<file path="src/rtl/circ_dma_pkg.sv">
package circ_dma_pkg;
  localparam logic [1:0] SEL_BASE_ADDR = 2'd0;
  localparam logic [1:0] SEL_BASE_CNT  = 2'd1;
  localparam logic [1:0] SEL_IRQ_BASE  = 2'd2;
  localparam logic [1:0] SEL_CTRL      = 2'd3;

  typedef struct packed {
    logic loadBaseAddr;
    logic loadBaseCount;
    logic loadIrqBase;
    logic start;
    logic advance;
    logic wrap;
    logic stop;
    logic irqDown;
    logic irqReload;
  } dmaStrobes_t;
endpackage

</file>
<file path="src/rtl/circ_dma_ctrl.sv">
module circ_dma_ctrl
  import circ_dma_pkg::*;
(
  input  logic        clk,
  input  logic        rstN,
  input  logic        cfgWrEn,
  input  logic [1:0]  cfgSel,
  input  logic [2:0]  ctrlBits,
  input  logic        beatValid,
  input  logic        endHit,
  input  logic        irqHit,
  output dmaStrobes_t strobes,
  output logic        chanEnable,
  output logic        loopEnable,
  output logic        wrapStatus,
  output logic        irqReq
);
  logic ctrlWr;
  logic beatGo;

  always_comb begin
    ctrlWr = cfgWrEn && (cfgSel == SEL_CTRL);
    beatGo = beatValid && chanEnable;
    strobes.loadBaseAddr  = cfgWrEn && (cfgSel == SEL_BASE_ADDR);
    strobes.loadBaseCount = cfgWrEn && (cfgSel == SEL_BASE_CNT);
    strobes.loadIrqBase   = cfgWrEn && (cfgSel == SEL_IRQ_BASE);
    strobes.start         = ctrlWr && ctrlBits[0] && !chanEnable;
    strobes.advance       = beatGo && !endHit;
    strobes.wrap          = beatGo && endHit && loopEnable;
    strobes.stop          = beatGo && endHit && !loopEnable;
    strobes.irqDown       = beatGo && !irqHit;
    strobes.irqReload     = beatGo && irqHit;
  end

  always_ff @(posedge clk) begin
    if (!rstN) begin
      chanEnable <= 1'b0;
      loopEnable <= 1'b0;
      wrapStatus <= 1'b0;
      irqReq     <= 1'b0;
    end else begin
      if (ctrlWr) begin
        chanEnable <= ctrlBits[0];
        loopEnable <= ctrlBits[1];
      end else if (strobes.stop) begin
        chanEnable <= 1'b0;
      end
      if (strobes.wrap)
        wrapStatus <= 1'b1;
      else if (ctrlWr && ctrlBits[2])
        wrapStatus <= 1'b0;
      irqReq <= strobes.irqReload;
    end
  end
endmodule

</file>
<file path="src/rtl/circ_dma_datapath.sv">
module circ_dma_datapath
  import circ_dma_pkg::*;
#(
  parameter int ADDR_W = 32,
  parameter int CNT_W  = 24,
  parameter int BEAT_W = 4
) (
  input  logic              clk,
  input  logic              rstN,
  input  dmaStrobes_t       strobes,
  input  logic [ADDR_W-1:0] wrData,
  input  logic [BEAT_W-1:0] beatBytes,
  output logic              endHit,
  output logic              irqHit,
  output logic [ADDR_W-1:0] curAddr,
  output logic [CNT_W-1:0]  curCount,
  output logic [CNT_W-1:0]  irqCount
);
  logic [ADDR_W-1:0] baseAddr;
  logic [CNT_W-1:0]  baseCount;
  logic [CNT_W-1:0]  irqBase;
  logic [CNT_W-1:0]  stepCnt;
  logic [ADDR_W-1:0] stepAddr;

  assign stepCnt  = CNT_W'(beatBytes);
  assign stepAddr = ADDR_W'(beatBytes);
  assign endHit   = stepCnt >= curCount;
  assign irqHit   = stepCnt >= irqCount;

  always_ff @(posedge clk) begin
    if (!rstN) begin
      baseAddr  <= '0;
      baseCount <= '0;
      irqBase   <= '0;
      curAddr   <= '0;
      curCount  <= '0;
      irqCount  <= '0;
    end else begin
      if (strobes.loadBaseAddr)  baseAddr  <= wrData;
      if (strobes.loadBaseCount) baseCount <= wrData[CNT_W-1:0];
      if (strobes.loadIrqBase)   irqBase   <= wrData[CNT_W-1:0];

      if (strobes.start || strobes.wrap) begin
        curAddr  <= baseAddr;
        curCount <= baseCount;
      end else if (strobes.advance) begin
        curAddr  <= curAddr + stepAddr;
        curCount <= curCount - stepCnt;
      end else if (strobes.stop) begin
        curAddr  <= curAddr + stepAddr;
        curCount <= '0;
      end

      if (strobes.start || strobes.irqReload)
        irqCount <= irqBase;
      else if (strobes.irqDown)
        irqCount <= irqCount - stepCnt;
    end
  end
endmodule

</file>
<file path="src/rtl/circ_dma_addr_gen.sv">
module circ_dma_addr_gen
  import circ_dma_pkg::*;
#(
  parameter int ADDR_W = 32,
  parameter int CNT_W  = 24,
  parameter int BEAT_W = 4
) (
  input  logic              clk,
  input  logic              rstN,
  input  logic              cfgWrEn,
  input  logic [1:0]        cfgSel,
  input  logic [ADDR_W-1:0] cfgWrData,
  input  logic              beatValid,
  input  logic [BEAT_W-1:0] beatBytes,
  output logic [ADDR_W-1:0] curAddr,
  output logic [CNT_W-1:0]  curCount,
  output logic [CNT_W-1:0]  irqCount,
  output logic              chanEnable,
  output logic              loopEnable,
  output logic              wrapStatus,
  output logic              irqReq
);
  dmaStrobes_t strobes;
  logic endHit;
  logic irqHit;

  circ_dma_ctrl u_ctrl (
    .clk(clk), .rstN(rstN), .cfgWrEn(cfgWrEn), .cfgSel(cfgSel),
    .ctrlBits(cfgWrData[2:0]), .beatValid(beatValid), .endHit(endHit),
    .irqHit(irqHit), .strobes(strobes), .chanEnable(chanEnable),
    .loopEnable(loopEnable), .wrapStatus(wrapStatus), .irqReq(irqReq)
  );

  circ_dma_datapath #(.ADDR_W(ADDR_W), .CNT_W(CNT_W), .BEAT_W(BEAT_W)) u_dp (
    .clk(clk), .rstN(rstN), .strobes(strobes), .wrData(cfgWrData),
    .beatBytes(beatBytes), .endHit(endHit), .irqHit(irqHit),
    .curAddr(curAddr), .curCount(curCount), .irqCount(irqCount)
  );
endmodule

</file>
<file path="config.mk">
export PLATFORM = sky130hd
export DESIGN_NAME = circ_dma_addr_gen
export DESIGN_NICKNAME = d
export VERILOG_FILES = /design/src/rtl/circ_dma_pkg.sv /design/src/rtl/circ_dma_ctrl.sv /design/src/rtl/circ_dma_datapath.sv /design/src/rtl/circ_dma_addr_gen.sv
export SDC_FILE = /design/constraint.sdc
export NUM_CORES = 1
export LEC_CHECK = 0
export ABC_AREA = 1
export BUFFER_PORTS_ARGS = -buffer_cell sky130_fd_sc_hd__buf_2
export CORE_MARGIN = 2
export CORE_UTILIZATION = 60
export CTS_BUF_LIST = sky130_fd_sc_hd__clkbuf_2 sky130_fd_sc_hd__clkbuf_4 sky130_fd_sc_hd__clkbuf_8
export DETAILED_ROUTE_END_ITERATION = 10
export PLACE_DENSITY = 0.88
export SETUP_SLACK_MARGIN = 0.2
export SLEW_MARGIN = 20
export SYNTH_ARGS = -nofsm -noshare
export SYNTH_HDL_FRONTEND = slang
export SYNTH_HIERARCHICAL = 1
export SYNTH_SLANG_ARGS = --single-unit
</file>
<file path="constraint.sdc">
create_clock -name clk -period 4.77 [get_ports clk]
set_clock_uncertainty 0.05 [all_clocks]
set_input_delay 1.431 -clock clk [delete_from_list [all_inputs] [get_ports clk]]
set_output_delay 1.431 -clock clk [all_outputs]
set_load 0.01 [all_outputs]
</file>
==> results by group, run 1 <==
Placement
  • DP HPWL: 19,700 µm
  • Placer Congestion: 0.954
  • Port Buffers: 125

Final layout
  • Core Util, Final: 68.1%
  • Area Overhead vs Synth: 12.4%
  • Share of cells above drive strength 1: 15.2%
  • Layout Nets: 1,547
  • ANT cells: 0

Timing
  • Worst slew margin: 25.4%
  • RSZ-0062 raised after global routing: false
  • Least-Margin Pin Slew: 1.12 ns
  • WHS: 0.406 ns
  • Maximum clock rate: 239 MHz
  • Final Hold Viols: 0
  • Fin. max-slew vios: 0
  • Tmin final: 4.18 ns
  • Number of setup violations in the final report: 0
  • Period utilization: 87.6%

Clock network
  • CTS buffer count: 17
  • CTS-repair resized insts: 0
  • Root Driver: clkbuf_8
  • Clk slew on worst S/H paths: 0.09 ns
  • Clk sinks: 164
  • Post-CTS Hold Fix Bufs: 0
  • Postcts setup bufs: 0
  • CTS tree: built
  • H-tree levels: 4
  • Clk Latency, worst-skew pair: 0.49 ns
  • Clock Tree Buf Depth: 2

Synthesis
  • Syn_nets: 1,451
  • Gate count after technology mapping: 1,394
  • Main synth FF type: dfxtp_1
  • Syn_area_per_cell: 6.53 µm²
  • Synth area leaders: dfxtp_1 (36%), nand2_1 (10%), o21ai_0 (9.3%), inv_1 (8.2%), a21oi_1 (6.6%)
  • Synth area leader: dfxtp_1
  • Most frequent cell after synthesis: nand2_1
  • Share of flip-flops with an asynchronous set or reset: 0%
  • Number of flops mapped to enable cells by yosys: 0
  • Area share of the largest cell type after synthesis: 36.0%
  • Synth cell types: 44
  • Synth top cells by count: nand2_1 (246), inv_1 (198), o21ai_0 (170), dfxtp_1 (164), nor2_1 (160)
  • Post-synthesis sequential area ratio: 36.0%
  • Synthesis warning total: 6
  • Synthesized flop and latch total: 164
  • Synthesized cell area: 9110 µm²

Die
  • Initial Utilization: 60.6%
  • I/O Pins: 126
  • Die Wd: 127 µm
  • Chip height: 127 µm
  • Die area: 16,200 µm²
  • Floorplan row count: 45
  • Core area: 15,000 µm²

Global route
  • Initial antenna violation count: 0
  • GRT Overall Usage: 33.6%
  • Gr ovfl total: 0
  • Largest net degree at the start of global routing: 131
  • Vias in the first global route: 8,988
  • First-pass GRT wire length: 43,900 µm

Power and ir drop
  • Combinational power share: 18.7%
  • Tot Pwr: 3.19 mW
  • Sequential share of power: 47.1%
  • Clock power frac: 34.2%
  • PwrDens: 311 nW/µm²
  • Sw Ratio: 31.9%
  • Net Switching: 1.02 mW
  • Max VDD drop: 0.196 mV
  • Int Pwr: 2.17 mW
  • Leakage power: 4.65 nW

Route
  • Drt total wl: 27,500 µm
  • First DRT Iteration DRCs: 1,176
  • Remaining DRCs: 0
  • Post-DR vias/cell: 5.86
  • Routed wire per std cell: 16.3 µm
  • DR pass1 iterations: 6
  • Vias after detailed routing: 9,912
  • Antenna viol nets, final: 0

Critical path
  • Critical Path RT: 5.12 ns
  • Critical path type: input pin to flip-flop
  • Crit-path max FO: 84
  • CP Capture Type: flip-flop
  • Critical Path AT: 4.53 ns
  • CP Launch Type: input pin

Run
  • Max-cap viol count: 0

Min path
  • Hold WC Path Type: flip-flop to flip-flop

Run status
  • Status: finished, final reports clean
==> through the flow <==
stage	worst slack [ns]	area, µm²	setup TNS, ns	instances
floorplan	0.617	9110	0	1394
detailed placement	-0.0568	9810	-0.222	1659
CTS	0.443	10200	0	1691
global placement	0.112	9810	0	1659
global route	0.300	10200	0	1691
finish	0.591	10200	0	1691
==> logic make-up (layout without fill, tap and decap cells) <==
family	count (synthesis)	count (layout)	synth area share, %
adders and majority gates	15	15	2.31
and+or+nand+nor	593	593	28.9
AOI/OAI and AO/OA	349	349	20.6
buffers and inverters	262	371	11.1
xor gates and xnor gates	11	11	1.06
DFF	164	164	36.0
==> worst max-delay path: stages <==
cell	delay (ns)
buf_2	0.10
inv_1	0.16
fa_1	0.50
nand3_1	0.11
nand2_2	0.11
a2111oi_0	0.51
buf_4	0.22
nor2_1	0.06
nor2_1	0.24
nand2_2	0.11
buf_12	0.26
inv_1	0.38
nand2_1	0.12
a31oi_1	0.19
==> routing by layer <==
layer	vias to the layer above	share of wire, %	track usage, %
li1	4746	-	-
met3	84	9.0	5.74
met1	4570	43	45.5
met2	512	45	53.5
met4	0	3.2	14.1
met5	-	0	0
==> sequential cells by signal, indices dropped and copies added, names as in the netlist <==
signal / count
u_ctrl/chanEnable: 1
u_ctrl/irqReq: 1
u_ctrl/loopEnable: 1
u_ctrl/wrapStatus: 1
u_dp/baseAddr: 32
u_dp/baseCount: 24
u_dp/curAddr: 32
u_dp/curCount: 24
u_dp/irqBase: 24
u_dp/irqCount: 24
==> power groups by stage <==
stage | Combinational [mW] | Clock (mW) | Sequential (mW)
after floorplan | 0.389 | 0 | 1.53
after global placement | 0.561 | 0 | 1.53
after detailed placement | 0.575 | 0 | 1.53
after CTS | 0.580 | 1.09 | 1.50
after global routing | 0.658 | 1.14 | 1.51
final | 0.594 | 1.09 | 1.50
==> layout by cell type (no fill, tap or decap), types with 3 or more instances in the layout <==
cell type,n
ha_1,12
xnor2_1,6
inv_1,197
nor2_4,6
clkbuf_8,17
nand3b_1,6
nand3_2,3
clkinvlp_4,3
a21oi_1,120
dfxtp_1,164
inv_6,4
inv_2,4
clkinv_2,4
a21oi_2,6
xor2_1,5
nand2_1,245
buf_4,8
nand3_1,90
a31oi_1,13
o21bai_1,6
nand2_2,14
nor2_2,21
buf_2,125
nor2_1,160
fa_1,3
nor3_1,8
o21ai_1,3
bufinv_16,3
a211oi_1,4
o21ai_0,170
o22ai_1,16
nand4_1,31
==> final timing paths <==
kind / start / endpoint / slack, ns / cells after the start
max: beatBytes[1] / u_dp/curCount[3]$_SDFFE_PN0P_ / 0.59 / 14
min: u_dp/baseAddr[19]$_SDFFE_PN0P_ / u_dp/baseAddr[19]$_SDFFE_PN0P_ / 0.41 / 2
max reg2reg: u_dp/curCount[0]$_SDFFE_PN0P_ / u_dp/curCount[3]$_SDFFE_PN0P_ / 1.31 / 15
min reg2reg: u_dp/baseAddr[19]$_SDFFE_PN0P_ / u_dp/baseAddr[19]$_SDFFE_PN0P_ / 0.41 / 2
==> final cells by class <==
type	count	area [µm²]
fillers	1325	4800
clock inverters	14	175
repair buffers	134	706
flip-flops and latches	164	3280
multi-input cells	968	4820
clock buffers	18	241
well taps	188	235
inverters	205	774
Power figures use the tool's default switching activity.
==> run 2: changes to the inputs <==
- CORE_UTILIZATION: 60 -> 30
- PLACE_DENSITY: 0.88 -> 0.52
==> run 2 against run 1 <==
- critical path type unchanged
- global-route usage is 14 points lower
- non-clock buffer count is 5 higher
- hold slack better by 0.00054 ns
- sequential cell count stayed put
- clock power is 13% lower
- core utilization is 33 points lower
- setup slack better by 0.24 ns
- combinational power hardly changed
- maximum frequency is 6.2% higher
==> results by group, run 2 (synthesis results as in run 1) <==
Run status
  • Status: finished, final reports clean (unchanged)

Timing
  • Worst Setup Slack, final: 0.833 ns (was 0.591 ns)
  • Worst slew margin: 36.4% (was 25.4%)
  • Tmin final: 3.94 ns (was 4.18 ns)
  • RSZ-0062 raised after global routing: false (unchanged)
  • Fin. max-slew vios: 0 (unchanged)
  • Final Hold Viols: 0 (unchanged)
  • Setup_tns: 0 ns (unchanged)
  • Maximum clock rate: 254 MHz (was 239 MHz)
  • Number of setup violations in the final report: 0 (unchanged)
  • Period utilization: 82.5% (was 87.6%)
  • Least-Margin Pin Slew: 0.948 ns (was 1.12 ns)

Critical path
  • Worst r2r src: u_dp/curCount[0]$_SDFFE_PN0P_ (unchanged)
  • Reg2reg path depth: 14 (was 15)
  • Worst Setup SP: beatBytes[0] (was beatBytes[1])
  • Critical Path AT: 4.26 ns (was 4.53 ns)
  • Critical Path RT: 5.09 ns (was 5.12 ns)
  • CP Capture Type: flip-flop (unchanged)
  • CP Launch Type: input pin (unchanged)
  • Crit-path max FO: 13 (was 84)
  • RR Endpoint: u_dp/curCount[5]$_SDFFE_PN0P_ (was u_dp/curCount[3]$_SDFFE_PN0P_)
  • Critical path type: input pin to flip-flop (unchanged)
  • R2R Setup Slk: 1.57 ns (was 1.31 ns)

Min path
  • Hold WC Path Type: flip-flop to flip-flop (unchanged)
  • Hold path startpoint: u_dp/baseAddr[19]$_SDFFE_PN0P_ (unchanged)
  • Hold path cells: 2 (unchanged)
  • Hold Path Sink: u_dp/baseAddr[19]$_SDFFE_PN0P_ (unchanged)

Clock network
  • H-tree levels: 4 (unchanged)
  • Postcts setup bufs: 0 (unchanged)
  • CTS buffer count: 17 (unchanged)
  • Clk Latency, worst-skew pair: 0.46 ns (was 0.49 ns)
  • Clk sinks: 164 (unchanged)
  • Clock Tree Buf Depth: 2 (unchanged)
  • Post-CTS Hold Fix Bufs: 0 (unchanged)
  • Root Driver: clkbuf_8 (unchanged)
  • Clk slew on worst S/H paths: 0.09 ns (about the same)
  • CTS tree: built (unchanged)
  • CTS-repair resized insts: 0 (unchanged)

Route
  • Drt total wl: 31,300 µm (was 27,500 µm)
  • Routed wire per std cell: 16.5 µm (was 16.3 µm)
  • First DRT Iteration DRCs: 618 (was 1,176)
  • Antenna viol nets, final: 0 (unchanged)
  • Remaining DRCs: 0 (unchanged)
  • Post-DR vias/cell: 4.94 (was 5.86)
  • DR pass1 iterations: 5 (was 6)
  • Vias after detailed routing: 9,381 (was 9,912)

Global route
  • Largest net degree at the start of global routing: 79 (was 131)
  • First-pass GRT wire length: 47,800 µm (was 43,900 µm)
  • GRT Overall Usage: 19.5% (was 33.6%)
  • Vias in the first global route: 8,451 (was 8,988)
  • Initial antenna violation count: 2 (was 0)
  • Gr ovfl total: 0 (unchanged)

Placement
  • Port Buffers: 125 (unchanged)
  • Placer Congestion: 0.883 (was 0.954)
  • Post-Place Cell Area: 10,100 µm² (was 9810 µm²)
  • DP HPWL: 23,000 µm (was 19,700 µm)
  • Dpl ws: 0.387 ns (was -0.0568 ns)
  • Number of instances in the placed design: 1,866 (was 1,659)

Final layout
  • Most frequent cells in the layout: nand2_1 (245), inv_1 (197), o21ai_0 (170) (unchanged)
  • Area of the multi-input gates: 4820 µm² (unchanged)
  • Layout Nets: 1,552 (was 1,547)
  • Biggest regs: u_dp/baseAddr: 32 flops, u_dp/curAddr: 32 flops (unchanged)
  • Number of fillers in the final layout: 3,324 (was 1,325)
  • Design area: 10,500 µm² (was 10,200 µm²)
  • Finished Layout Cells: 1,898 (was 1,691)
  • Area Overhead vs Synth: 14.9% (was 12.4%)
  • Sequential cell area: 3280 µm² (unchanged)
  • Commonest non-fill, non-tap cell in the layout: nand2_1 (unchanged)
  • ANT cells: 0 (unchanged)
  • Share of cells above drive strength 1: 15.3% (was 15.2%)

Die
  • Die area: 31,800 µm² (was 16,200 µm²)
  • Initial Utilization: 30.6% (was 60.6%)
  • Chip height: 178 µm (was 127 µm)
  • I/O Pins: 126 (unchanged)
  • Floorplan row count: 63 (was 45)
  • Die Wd: 178 µm (was 127 µm)
  • Core area: 29,800 µm² (was 15,000 µm²)

Run
  • Max-cap viol count: 0 (unchanged)

Power and ir drop
  • PwrDens: 291 nW/µm² (was 311 nW/µm²)
  • Leakage power: 4.64 nW (was 4.65 nW)
  • Max VDD drop: 0.145 mV (was 0.196 mV)
## run 2: cell types whose count changed in the layout (fill, tap and decap cells not counted), sizes merged
cell	previous run	this run
buf	134	139
clkinv	7	11
bufinv	3	0
inv	206	204
clkinvlp	3	4
## run 2: layer usage
layer | part of all wire, % | GRT usage [%] | vias to the layer above
met1 | 49 | 27.9 | 4340
met3 | 4.7 | 3.18 | 33
met2 | 44 | 30.5 | 249
li1 | - | - | 4757
met5 | 0.042 | 0 | -
met4 | 1.7 | 5.12 | 2
## run 2: worst max-delay path by stage
| stage | end | depth (start not counted) |
|---|---|---|
| floorplan | u_dp/curAddr[14]$_SDFFE_PN0P_ | 14 |
| global placement | u_dp/curCount[2]$_SDFFE_PN0P_ | 15 |
| detailed placement | u_dp/curCount[2]$_SDFFE_PN0P_ | 15 |
| CTS | u_dp/curCount[2]$_SDFFE_PN0P_ | 15 |
| global route | u_dp/curCount[12]$_SDFFE_PN0P_ | 14 |
| finish | u_dp/curCount[5]$_SDFFE_PN0P_ | 14 |
## run 2: critical path: stages
cell       delay (ns)
buf_2            0.16
ha_1             0.17
inv_1            0.06
fa_1             0.40
nand3_1          0.11
nand2_2          0.11
a2111oi_0        0.40
buf_4            0.20
nor2_1           0.06
nor2_1           0.24
nand2_2          0.18
inv_1            0.44
nand2_1          0.09
a31oi_1          0.19
## run 2: stage by stage
| stage | utilization, % | hold WS, ns | total power, mW |
|---|---|---|---|
| final | 35.1 | 0.406 | 3.04 |
| after detailed placement | 34.0 | 0.394 | 2.12 |
| after global placement | 34.0 | 0.388 | 2.12 |
| after floorplan | - | 0.379 | 1.92 |
| after CTS | 35.1 | 0.408 | 3.07 |
| after global routing | 35.1 | 0.421 | 3.21 |
## run 2: power by group
group / switching (mW) / internal (mW)
logic: 0.393 / 0.203
registers: 0.0641 / 1.44
clock network: 0.575 / 0.371
## run 2: layout make-up
cell class              instances  share of cell area [%]
multi-input cells             968                    46.0
flip-flops and latches        164                    31.4
clock buffers                  18                    2.31
clock inverters                14                    1.02
inverters                     205                    7.36
well taps                     390                    4.66
repair buffers                139                    7.24
